==> src/rtl/oc_pkg.sv <==
package oc_pkg;
  typedef enum logic {
    RUN_SHORT_SEL = 1'b0,
    RUN_LONG_SEL  = 1'b1
  } run_sel_e;

  typedef enum logic [1:0] {
    ST_IDLE = 2'd0,
    ST_HIT  = 2'd1,
    ST_MISS = 2'd2,
    ST_CLR  = 2'd3
  } cyc_ev_e;
endpackage

==> src/rtl/oc_run_counter.sv <==
module oc_run_counter #(
  parameter int RUN_LONG = 16,
  localparam int CNT_W = $clog2(RUN_LONG + 1)
) (
  input  logic             clk_i,
  input  logic             rst_ni,
  input  oc_pkg::cyc_ev_e  ev_i,
  output logic [CNT_W-1:0] cnt_nxt_o,
  output logic [CNT_W-1:0] cnt_o
);
  import oc_pkg::*;

  localparam logic [CNT_W-1:0] CntMax = CNT_W'(RUN_LONG);

  logic [CNT_W-1:0] cnt_q;

  always_comb begin
    cnt_nxt_o = cnt_q;
    unique case (ev_i)
      ST_CLR:  cnt_nxt_o = '0;
      ST_MISS: cnt_nxt_o = '0;
      ST_HIT:  cnt_nxt_o = (cnt_q == CntMax) ? CntMax : cnt_q + 1'b1;
      default: cnt_nxt_o = cnt_q;
    endcase
  end

  always_ff @(posedge clk_i or negedge rst_ni) begin
    if (!rst_ni) cnt_q <= '0;
    else         cnt_q <= cnt_nxt_o;
  end

  assign cnt_o = cnt_q;
endmodule

==> src/rtl/oc_fault_latch.sv <==
module oc_fault_latch #(
  parameter int RUN_SHORT = 8,
  parameter int RUN_LONG  = 16,
  localparam int CNT_W = $clog2(RUN_LONG + 1)
) (
  input  logic             clk_i,
  input  logic             rst_ni,
  input  oc_pkg::cyc_ev_e  ev_i,
  input  oc_pkg::run_sel_e sel_i,
  input  logic [CNT_W-1:0] cnt_nxt_i,
  output logic             fault_o
);
  import oc_pkg::*;

  localparam logic [CNT_W-1:0] LimShort = CNT_W'(RUN_SHORT);
  localparam logic [CNT_W-1:0] LimLong  = CNT_W'(RUN_LONG);

  logic [CNT_W-1:0] lim;
  logic             trip;
  logic             fault_q;

  assign lim  = (sel_i == RUN_LONG_SEL) ? LimLong : LimShort;
  assign trip = (ev_i == ST_HIT) && (cnt_nxt_i >= lim);

  always_ff @(posedge clk_i or negedge rst_ni) begin
    if (!rst_ni)              fault_q <= 1'b0;
    else if (ev_i == ST_CLR)  fault_q <= 1'b0;  // mode exit wins
    else if (trip)            fault_q <= 1'b1;
  end

  assign fault_o = fault_q;
endmodule

==> src/rtl/oc_out_gate.sv <==
module oc_out_gate #(
  parameter int IW = 8
) (
  input  logic          fault_i,
  input  logic          en_req_i,
  input  logic [IW-1:0] ichg_req_i,
  output logic          en_o,
  output logic [IW-1:0] ichg_o
);
  assign en_o   = en_req_i & ~fault_i;
  assign ichg_o = fault_i ? '0 : ichg_req_i;
endmodule

==> src/rtl/oc_run_fault.sv <==
module oc_run_fault #(
  parameter int N_SW      = 4,
  parameter int RUN_SHORT = 8,
  parameter int RUN_LONG  = 16,
  parameter int IW        = 8,
  localparam int CNT_W = $clog2(RUN_LONG + 1)
) (
  input  logic             clk_i,
  input  logic             rst_ni,
  input  logic             cyc_stb_i,
  input  logic [N_SW-1:0]  lim_hit_i,
  input  logic             run_sel_i,
  input  logic             mode_exit_i,
  input  logic             conv_en_req_i,
  input  logic [IW-1:0]    ichg_req_i,
  output logic             fault_o,
  output logic [CNT_W-1:0] run_cnt_o,
  output logic             conv_en_o,
  output logic [IW-1:0]    ichg_o
);
  import oc_pkg::*;

  logic             any_hit;
  cyc_ev_e          ev;
  run_sel_e         sel;
  logic [CNT_W-1:0] cnt_nxt;
  logic             fault;

  assign any_hit = |lim_hit_i;
  assign sel     = run_sel_e'(run_sel_i);

  always_comb begin
    if (mode_exit_i)    ev = ST_CLR;
    else if (!cyc_stb_i) ev = ST_IDLE;
    else if (any_hit)   ev = ST_HIT;
    else                ev = ST_MISS;
  end

  oc_run_counter #(.RUN_LONG(RUN_LONG)) i_cnt (
    .clk_i     (clk_i),
    .rst_ni    (rst_ni),
    .ev_i      (ev),
    .cnt_nxt_o (cnt_nxt),
    .cnt_o     (run_cnt_o)
  );

  oc_fault_latch #(.RUN_SHORT(RUN_SHORT), .RUN_LONG(RUN_LONG)) i_latch (
    .clk_i     (clk_i),
    .rst_ni    (rst_ni),
    .ev_i      (ev),
    .sel_i     (sel),
    .cnt_nxt_i (cnt_nxt),
    .fault_o   (fault)
  );

  oc_out_gate #(.IW(IW)) i_gate (
    .fault_i    (fault),
    .en_req_i   (conv_en_req_i),
    .ichg_req_i (ichg_req_i),
    .en_o       (conv_en_o),
    .ichg_o     (ichg_o)
  );

  assign fault_o = fault;
endmodule

==> config.mk <==
export PLATFORM = sky130hd
export DESIGN_NAME = oc_run_fault
export DESIGN_NICKNAME = d
export VERILOG_FILES = /design/src/rtl/oc_pkg.sv /design/src/rtl/oc_run_counter.sv /design/src/rtl/oc_fault_latch.sv /design/src/rtl/oc_out_gate.sv /design/src/rtl/oc_run_fault.sv
export SDC_FILE = /design/constraint.sdc
export NUM_CORES = 1
export LEC_CHECK = 0
export BUFFER_PORTS_ARGS = -buffer_cell sky130_fd_sc_hd__buf_2
export CAP_MARGIN = 20
export CELL_PAD_IN_SITES_DETAIL_PLACEMENT = 1
export CELL_PAD_IN_SITES_GLOBAL_PLACEMENT = 2
export CORE_UTILIZATION = 20
export CTS_BUF_LIST = sky130_fd_sc_hd__clkbuf_4 sky130_fd_sc_hd__clkbuf_8
export DETAILED_ROUTE_END_ITERATION = 12
export PLACE_DENSITY = 0.73
export SYNTH_ARGS = -nofsm -noshare
export SYNTH_HDL_FRONTEND = slang
export SYNTH_HIERARCHICAL = 1
export SYNTH_SLANG_ARGS = --single-unit
==> constraint.sdc <==
create_clock -name clk_i -period 1.7 [get_ports clk_i]
set_clock_uncertainty 0.05 [all_clocks]
set_input_delay 0.17 -clock clk_i [delete_from_list [all_inputs] [get_ports clk_i]]
set_output_delay 0.17 -clock clk_i [all_outputs]
set_load 0.01 [all_outputs]
==> metrics.md, run 1 <==
| Metric | Value |
|---|---|
| Avg Inst Size Synth | `9.24 um2` |
| Reg2Reg Depth | `7` |
| Worst-path clk slew | `40 ps` |
| Top-count cell post-synth | `nor2b_1` |
| Ranking of synthesized cells by area | `dfrtp_1 31%, nor2b_1 17%, ha_1 10%` |
| Die area | `2600 um2` |
| Cell internal pwr | `0.000322 W` |
| EDFF count, synth | `0` |
| Die height | `51.0 um` |
| Yosys top cell by area | `dfrtp_1` |
| Top_reg_cell synth | `dfrtp_1` |
| Time the worst path needs with I/O delays and setup | `1960 ps` |
| Critical Path Fanout Max | `3` |
| GRT overflow | `0` |
| Setup bufs post-CTS | `0` |
| DRC Markers | `0` |
| Max IR drop VDD | `0.435 mV` |
| Critical Path AT | `2030 ps` |
| Total number of yosys warnings | `6` |
| Synth Register Bits | `6` |
| GRT Total Usage | `12.0%` |
| Post-route insts no fill | `123` |
| First-pass GRT wire length | `2.22 mm` |
| Setup violators final | `1` |
| Largest net degree at the start of global routing | `13` |
| Port buffer count | `32` |
| Routed WL per cell | `11.1 um` |
| Core area | `2230 um2` |
| Final wirelength | `1.36 mm` |
| Reg2Reg Launch Point | `i_cnt/cnt_o[0]` |
| Syn Inst Count | `52` |
| Top cell type's share of synthesized area | `31.3%` |
| Vias in the first global route | `492` |
| Cell area after synthesis | `480 um2` |
| Final HPWL DP | `1.09 mm` |
| Clock sink count | `6` |
| RSZ-0062 raised after global routing | `yes` |
| Status | `complete, but fails checks` |
| Max-slew headroom | `75.2%` |
| Crit Path Class | `primary input to register` |
| Crit start category | `primary input` |
| Routability cong. | `0.690` |
| Post-synthesis net count | `74` |
| Worst skew pair latency | `250 ps` |
| Leak | `0.428 nW` |
| Worst hold slack | `240 ps` |
| Sequential share of the synthesized area | `31.3%` |
| Max-slew violation count | `0` |
| CP cell instances | `buf_6, or4_4, a21o_4, nand4_1, mux2_4, ha_4, nor2b_4, nor3_2, a21oi_1` |
| Antenna diodes | `0` |
| WP data required | `1770 ps` |
| Worst Hold Class | `primary input to async pin` |
| Inst Count DP | `119` |
| Nets | `119` |
| Max_cap viols | `0` |
| Final ANT Viol Nets | `0` |
| Combinational share of power | `36.5%` |
| Initial DRC count | `2` |
| CTS Root Buffer Type | `clkbuf_4` |
| Initial core utilization | `21.5%` |
| Num CTS Buffers | `3` |
| WP buf/inv | `1` |
| Area growth from synthesis to layout | `69.5%` |
| Via-to-Cell Ratio | `4.45` |
| CTS tree | `yes` |
| Final hold violation count | `0` |
| Clock Power Share | `27.7%` |
| FFs w/ async S/R, synth | `100%` |
| Row Count | `17` |
| Final worst slack | `-257 ps` |
| H-tree lvl count | `1` |
| Drt first pass iters | `3` |
| Clock Path Buffers | `2` |
| Max incr delay on CP | `550 ps` |
| Io pins | `33` |
| Slowest CP cell | `or4_4` |
| Slack of the worst reg-to-reg path | `-80 ps` |
| CP delay by family, top | `simple AND/OR/NAND/NOR gates` |
| Detailed-route via count | `547` |
| Antenna violations before repair | `0` |
| Unique masters post-synth | `23` |
| Share of layout cells above drive strength 1 | `55.8%` |
| Critical R2R Capture | `i_latch/fault_o` |
| Synth top cells by count | `13 x nor2b_1, 6 x dfrtp_1, 5 x inv_1` |
| Period utilization | `115%` |
| P per Cell Area | `573 nW/um2` |
| Psw | `0.000144 W` |
| Failing checks | `negative setup slack` |
| Register share of total power | `35.9%` |
| Switching Fraction | `30.9%` |
| Die width | `51.0 um` |
| Setup crit end kind | `register` |
| Maximum clock rate | `511 MHz` |
| Worst slew pin tran | `372 ps` |
layout make-up:
cell class / instances / area, um2
clock buffers: 3 / 22.5
well taps: 28 / 35.0
repair buffers: 40 / 229
multi-input cells: 41 / 359
flip-flops and latches: 6 / 150
fillers: 284 / 1420
inverters: 5 / 18.8
worst register-to-register path, stage by stage (launching register included):
cell and delay (ps):
dfrtp_1 370, ha_1 230, nand4_1 120, mux2_4 330, ha_4 250, nor2b_4 120, nor3_2 110, a21oi_1 80
kinds of logic (layout without fill, tap and decap cells):
kind of cell    Yosys count  after routing  synth area share [%]
flops                     6              6                  31.2
compound gates            6              6                  9.63
simple gates             28             28                  38.0
mux                       3              3                  6.77
buf+inv                   5             48                  3.91
fa+ha+maj                 4              4                  10.4
state kept, by name (all words and copies together), names as in the netlist:
register         count
i_latch/fault_o      1
i_cnt/cnt_o          5
power by group through the flow:
stage	clock (W)	sequential (W)	combinational (W)
2_1_floorplan	0	0.000174	0.0000750
3_3_place_gp	0	0.000169	0.000163
3_5_place_dp	0	0.000169	0.000165
4_1_cts	0.000136	0.000168	0.000172
5_1_grt	0.000144	0.000169	0.000188
6_report	0.000129	0.000167	0.000170
cells in the final DEF (no fill, tap or decap), drive strengths merged, types with 2 or more instances in the layout:
cell type / synthesis / final
inv: 5 / 5
clkbuf: 0 / 3
nand2: 2 / 2
nor3: 2 / 2
mux2: 2 / 2
nor2: 3 / 3
nand4: 2 / 2
buf: 0 / 39
nor2b: 13 / 13
dfrtp: 6 / 6
ha: 4 / 4
through the flow:
step | setup TNS, ps | total power [W] | util [%] | cell area (um2) | setup WS [ps]
after floorplan | -402 | 0.000249 | - | 515 | -402
after global placement | -507 | 0.000331 | 34.2 | 763 | -507
after detailed placement | -586 | 0.000334 | 34.2 | 763 | -586
after CTS | -257 | 0.000477 | 36.5 | 815 | -257
after global routing | -305 | 0.000502 | 36.5 | 815 | -305
final | -257 | 0.000467 | 36.5 | 815 | -257
per-layer routing:
metal / vias up / track usage (%) / wire (um) / share of wire, %
li1: 266 / - / - / -
met1: 258 / 14.7 / 597 / 44
met2: 18 / 18.2 / 662 / 49
met3: 5 / 3.57 / 76 / 5.6
met4: 0 / 6.94 / 24 / 1.8
met5: - / 0 / 0 / 0
repair_timing:
item                       CTS  global route
hold buffers                 1             0
hold endpoints to repair     6             0
gates cloned                 0             0
gates resized for setup      3             0
pin swaps                    5             0
setup endpoints to repair    1             1
worst max path at each step:
stage / from / to / slack, ps / cells past startpoint
after floorplan: lim_hit_i[2] / i_latch/fault_o / -400 / 8
after detailed placement: lim_hit_i[2] / i_latch/fault_o / -590 / 9
final: lim_hit_i[1] / i_latch/fault_o / -260 / 9
after global placement: lim_hit_i[2] / i_latch/fault_o / -510 / 9
after CTS: lim_hit_i[1] / i_latch/fault_o / -260 / 9
after global routing: lim_hit_i[1] / i_latch/fault_o / -300 / 9
(Power assumes the default switching activity.)
==> inputs of run 2 (changes only) <==
--- a/config.mk
+++ b/config.mk
@@ -9,10 +9,10 @@
 export CAP_MARGIN = 20
 export CELL_PAD_IN_SITES_DETAIL_PLACEMENT = 1
 export CELL_PAD_IN_SITES_GLOBAL_PLACEMENT = 2
-export CORE_UTILIZATION = 20
+export CORE_UTILIZATION = 23
 export CTS_BUF_LIST = sky130_fd_sc_hd__clkbuf_4 sky130_fd_sc_hd__clkbuf_8
 export DETAILED_ROUTE_END_ITERATION = 12
-export PLACE_DENSITY = 0.73
+export PLACE_DENSITY = 0.79
 export SYNTH_ARGS = -nofsm -noshare
 export SYNTH_HDL_FRONTEND = slang
 export SYNTH_HIERARCHICAL = 1
==> constraint.sdc (replaced) <==
create_clock -name clk_i -period 2.3 [get_ports clk_i]
set_clock_uncertainty 0.05 [all_clocks]
set_input_delay 0.23 -clock clk_i [delete_from_list [all_inputs] [get_ports clk_i]]
set_output_delay 0.23 -clock clk_i [all_outputs]
set_load 0.01 [all_outputs]
==> run 2 against run 1 <==
The flow now finishes without violations. Utilization is 1.3 points higher. Global-route usage is 2.0 points higher. Sequential share of layout area is 1.8 points higher. Cell count is 3.3% lower. Clock-buffer cell count stayed put. Combinational power is 36% lower. First-iteration DRC count stayed put. Hold slack better by 69 ps. Clock power is 27% lower.
==> metrics.md, run 2 (synthesis gave the netlist of run 1 again) <==
| Metric | Value |
|---|---|
| Status | `completed` |
| Slowest CP cell | `or4_4` |
| CP delay by family, top | `simple AND/OR/NAND/NOR gates` |
| Post-DP Area | `708 um2` |
| Detailed-route via count | `516` |
| Num CTS Buffers | `3` |
| Critical Path Fanout Max | `4` |
| Clock Power Share | `28.6%` |
| Final hold violation count | `0` |
| Final ANT Viol Nets | `0` |
| WP buf/inv | `1` |
| Slack of the worst reg-to-reg path | `370 ps` |
| Drt first pass iters | `3` |
| Worst Hold Class | `primary input to async pin` |
| Max reg flops | `5` |
| Die width | `47.7 um` |
| Routability cong. | `0.712` |
| Antenna violations before repair | `0` |
| Stages on worst setup path | `9` |
| Row Count | `16` |
| CTS Root Buffer Type | `clkbuf_4` |
| Antenna diodes | `0` |
| Worst slew pin tran | `358 ps` |
| Clock sink count | `6` |
| Max_cap viols | `0` |
| Reg2Reg Depth | `7` |
| Switching Fraction | `30.8%` |
| Crit Path Class | `primary input to register` |
| Routed WL per cell | `11.2 um` |
| Largest net degree at the start of global routing | `13` |
| GRT overflow | `0` |
| Setup violators final | `0` |
| Die area | `2280 um2` |
| Met3 WL | `31 um` |
| Leak | `0.398 nW` |
| Post-route cell area | `741 um2` |
| H-tree lvl count | `1` |
| First-pass GRT wire length | `2.14 mm` |
| CP cell instances | `buf_2, or4_4, a21o_1, nand4_1, mux2_2, ha_1, nor2b_1, nor3_1, a21oi_1` |
| Setup bufs post-CTS | `0` |
| Routed met1 length | `638 um` |
| Final wirelength | `1.33 mm` |
| Max-slew violation count | `0` |
| Overall power | `0.000329 W` |
| Combinational share of power | `32.8%` |
| Final worst slack | `219 ps` |
| Via-to-Cell Ratio | `4.34` |
| Critical R2R Capture | `i_latch/fault_o` |
| Critical path destination | `i_latch/fault_o` |
| RSZ-0062 raised after global routing | `no` |
| Setup TNS | `0 ps` |
| Setup crit end kind | `register` |
| P per Cell Area | `444 nW/um2` |
| Initial core utilization | `24.5%` |
| Max incr delay on CP | `530 ps` |
| Crit start category | `primary input` |
| Uppermost layer routed | `met4` |
| Fillcell total | `261` |
| Max-slew headroom | `76.2%` |
| Most common cell after layout, fill and taps aside | `buf_2` |
| Final HPWL DP | `1.12 mm` |
| Port buffer count | `32` |
| CTS tree | `yes` |
| Period utilization | `90.5%` |
| Share of layout cells above drive strength 1 | `50.0%` |
| Core area | `1960 um2` |
| Metal2 WL | `629 um` |
| DRC Markers | `0` |
| Vias in the first global route | `515` |
| Maximum clock rate | `481 MHz` |
| Io pins | `33` |
| Time the worst path needs with I/O delays and setup | `2080 ps` |
| Place WS | `-40.7 ps` |
| Initial DRC count | `2` |
| WP data required | `2370 ps` |
| GRT Total Usage | `14.0%` |
| Psw | `0.000101 W` |
| Nets | `116` |
| Die height | `47.7 um` |
| Worst skew pair latency | `240 ps` |
| Worst-path clk slew | `40 ps` |
| Critical Path AT | `2150 ps` |
| Max IR drop VDD | `0.232 mV` |
| Fin util | `37.8%` |
| Cell internal pwr | `0.000228 W` |
| Register share of total power | `38.6%` |
| Reg2Reg Launch Point | `i_cnt/cnt_o[0]` |
| Clock Path Buffers | `2` |
| Most frequent cells in the layout | `32 x buf_2, 13 x nor2b_1, 6 x dfrtp_1` |
| Area growth from synthesis to layout | `54.2%` |
| Critical Path Start | `lim_hit_i[1]` |
## run 2: cell type report
class	count	area (um2)	area share, %
sequential	6	150	20.3
multi-input combinational	41	315	42.6
timing repair buffer	37	200	27.0
inverter	5	18.8	2.53
tap	27	33.8	4.56
clock buffer	3	22.5	3.04
## run 2: worst min-delay path by stage
stage | to | start | cells past startpoint
floorplan | i_cnt/cnt_o[0] | rst_ni | 0
global placement | i_cnt/cnt_o[1] | rst_ni | 1
detailed placement | i_cnt/cnt_o[0] | rst_ni | 1
CTS | i_cnt/cnt_o[3] | rst_ni | 2
global route | i_cnt/cnt_o[4] | rst_ni | 2
finish | i_cnt/cnt_o[3] | rst_ni | 2
## run 2: power groups by stage
| stage | clock (W) | combinational, W | sequential (W) |
|---|---|---|---|
| final | 0.0000941 | 0.000108 | 0.000127 |
| after global placement | 0 | 0.000105 | 0.000128 |
| after floorplan | 0 | 0.0000520 | 0.000129 |
| after CTS | 0.000101 | 0.000110 | 0.000127 |
| after detailed placement | 0 | 0.000108 | 0.000129 |
| after global routing | 0.000107 | 0.000123 | 0.000130 |
## run 2: layer usage
metal  vias up  track usage [%]
li1        262                -
met1       237             18.4
met2        13             21.4
met3         4             1.13
met4         0             10.0
met5         -                0
## run 2: per-stage QoR
step | hold WS (ps) | instances
after floorplan | -116 | 52
after global placement | 5.58 | 115
after detailed placement | 11.6 | 115
after CTS | 283 | 119
after global routing | 330 | 119
final | 309 | 119
## run 2: what timing repair did
action,in CTS,in global routing
endpoints found under the setup margin,0,0
hold buffers,1,0
hold endpoints to repair,6,0
resized for setup,0,0
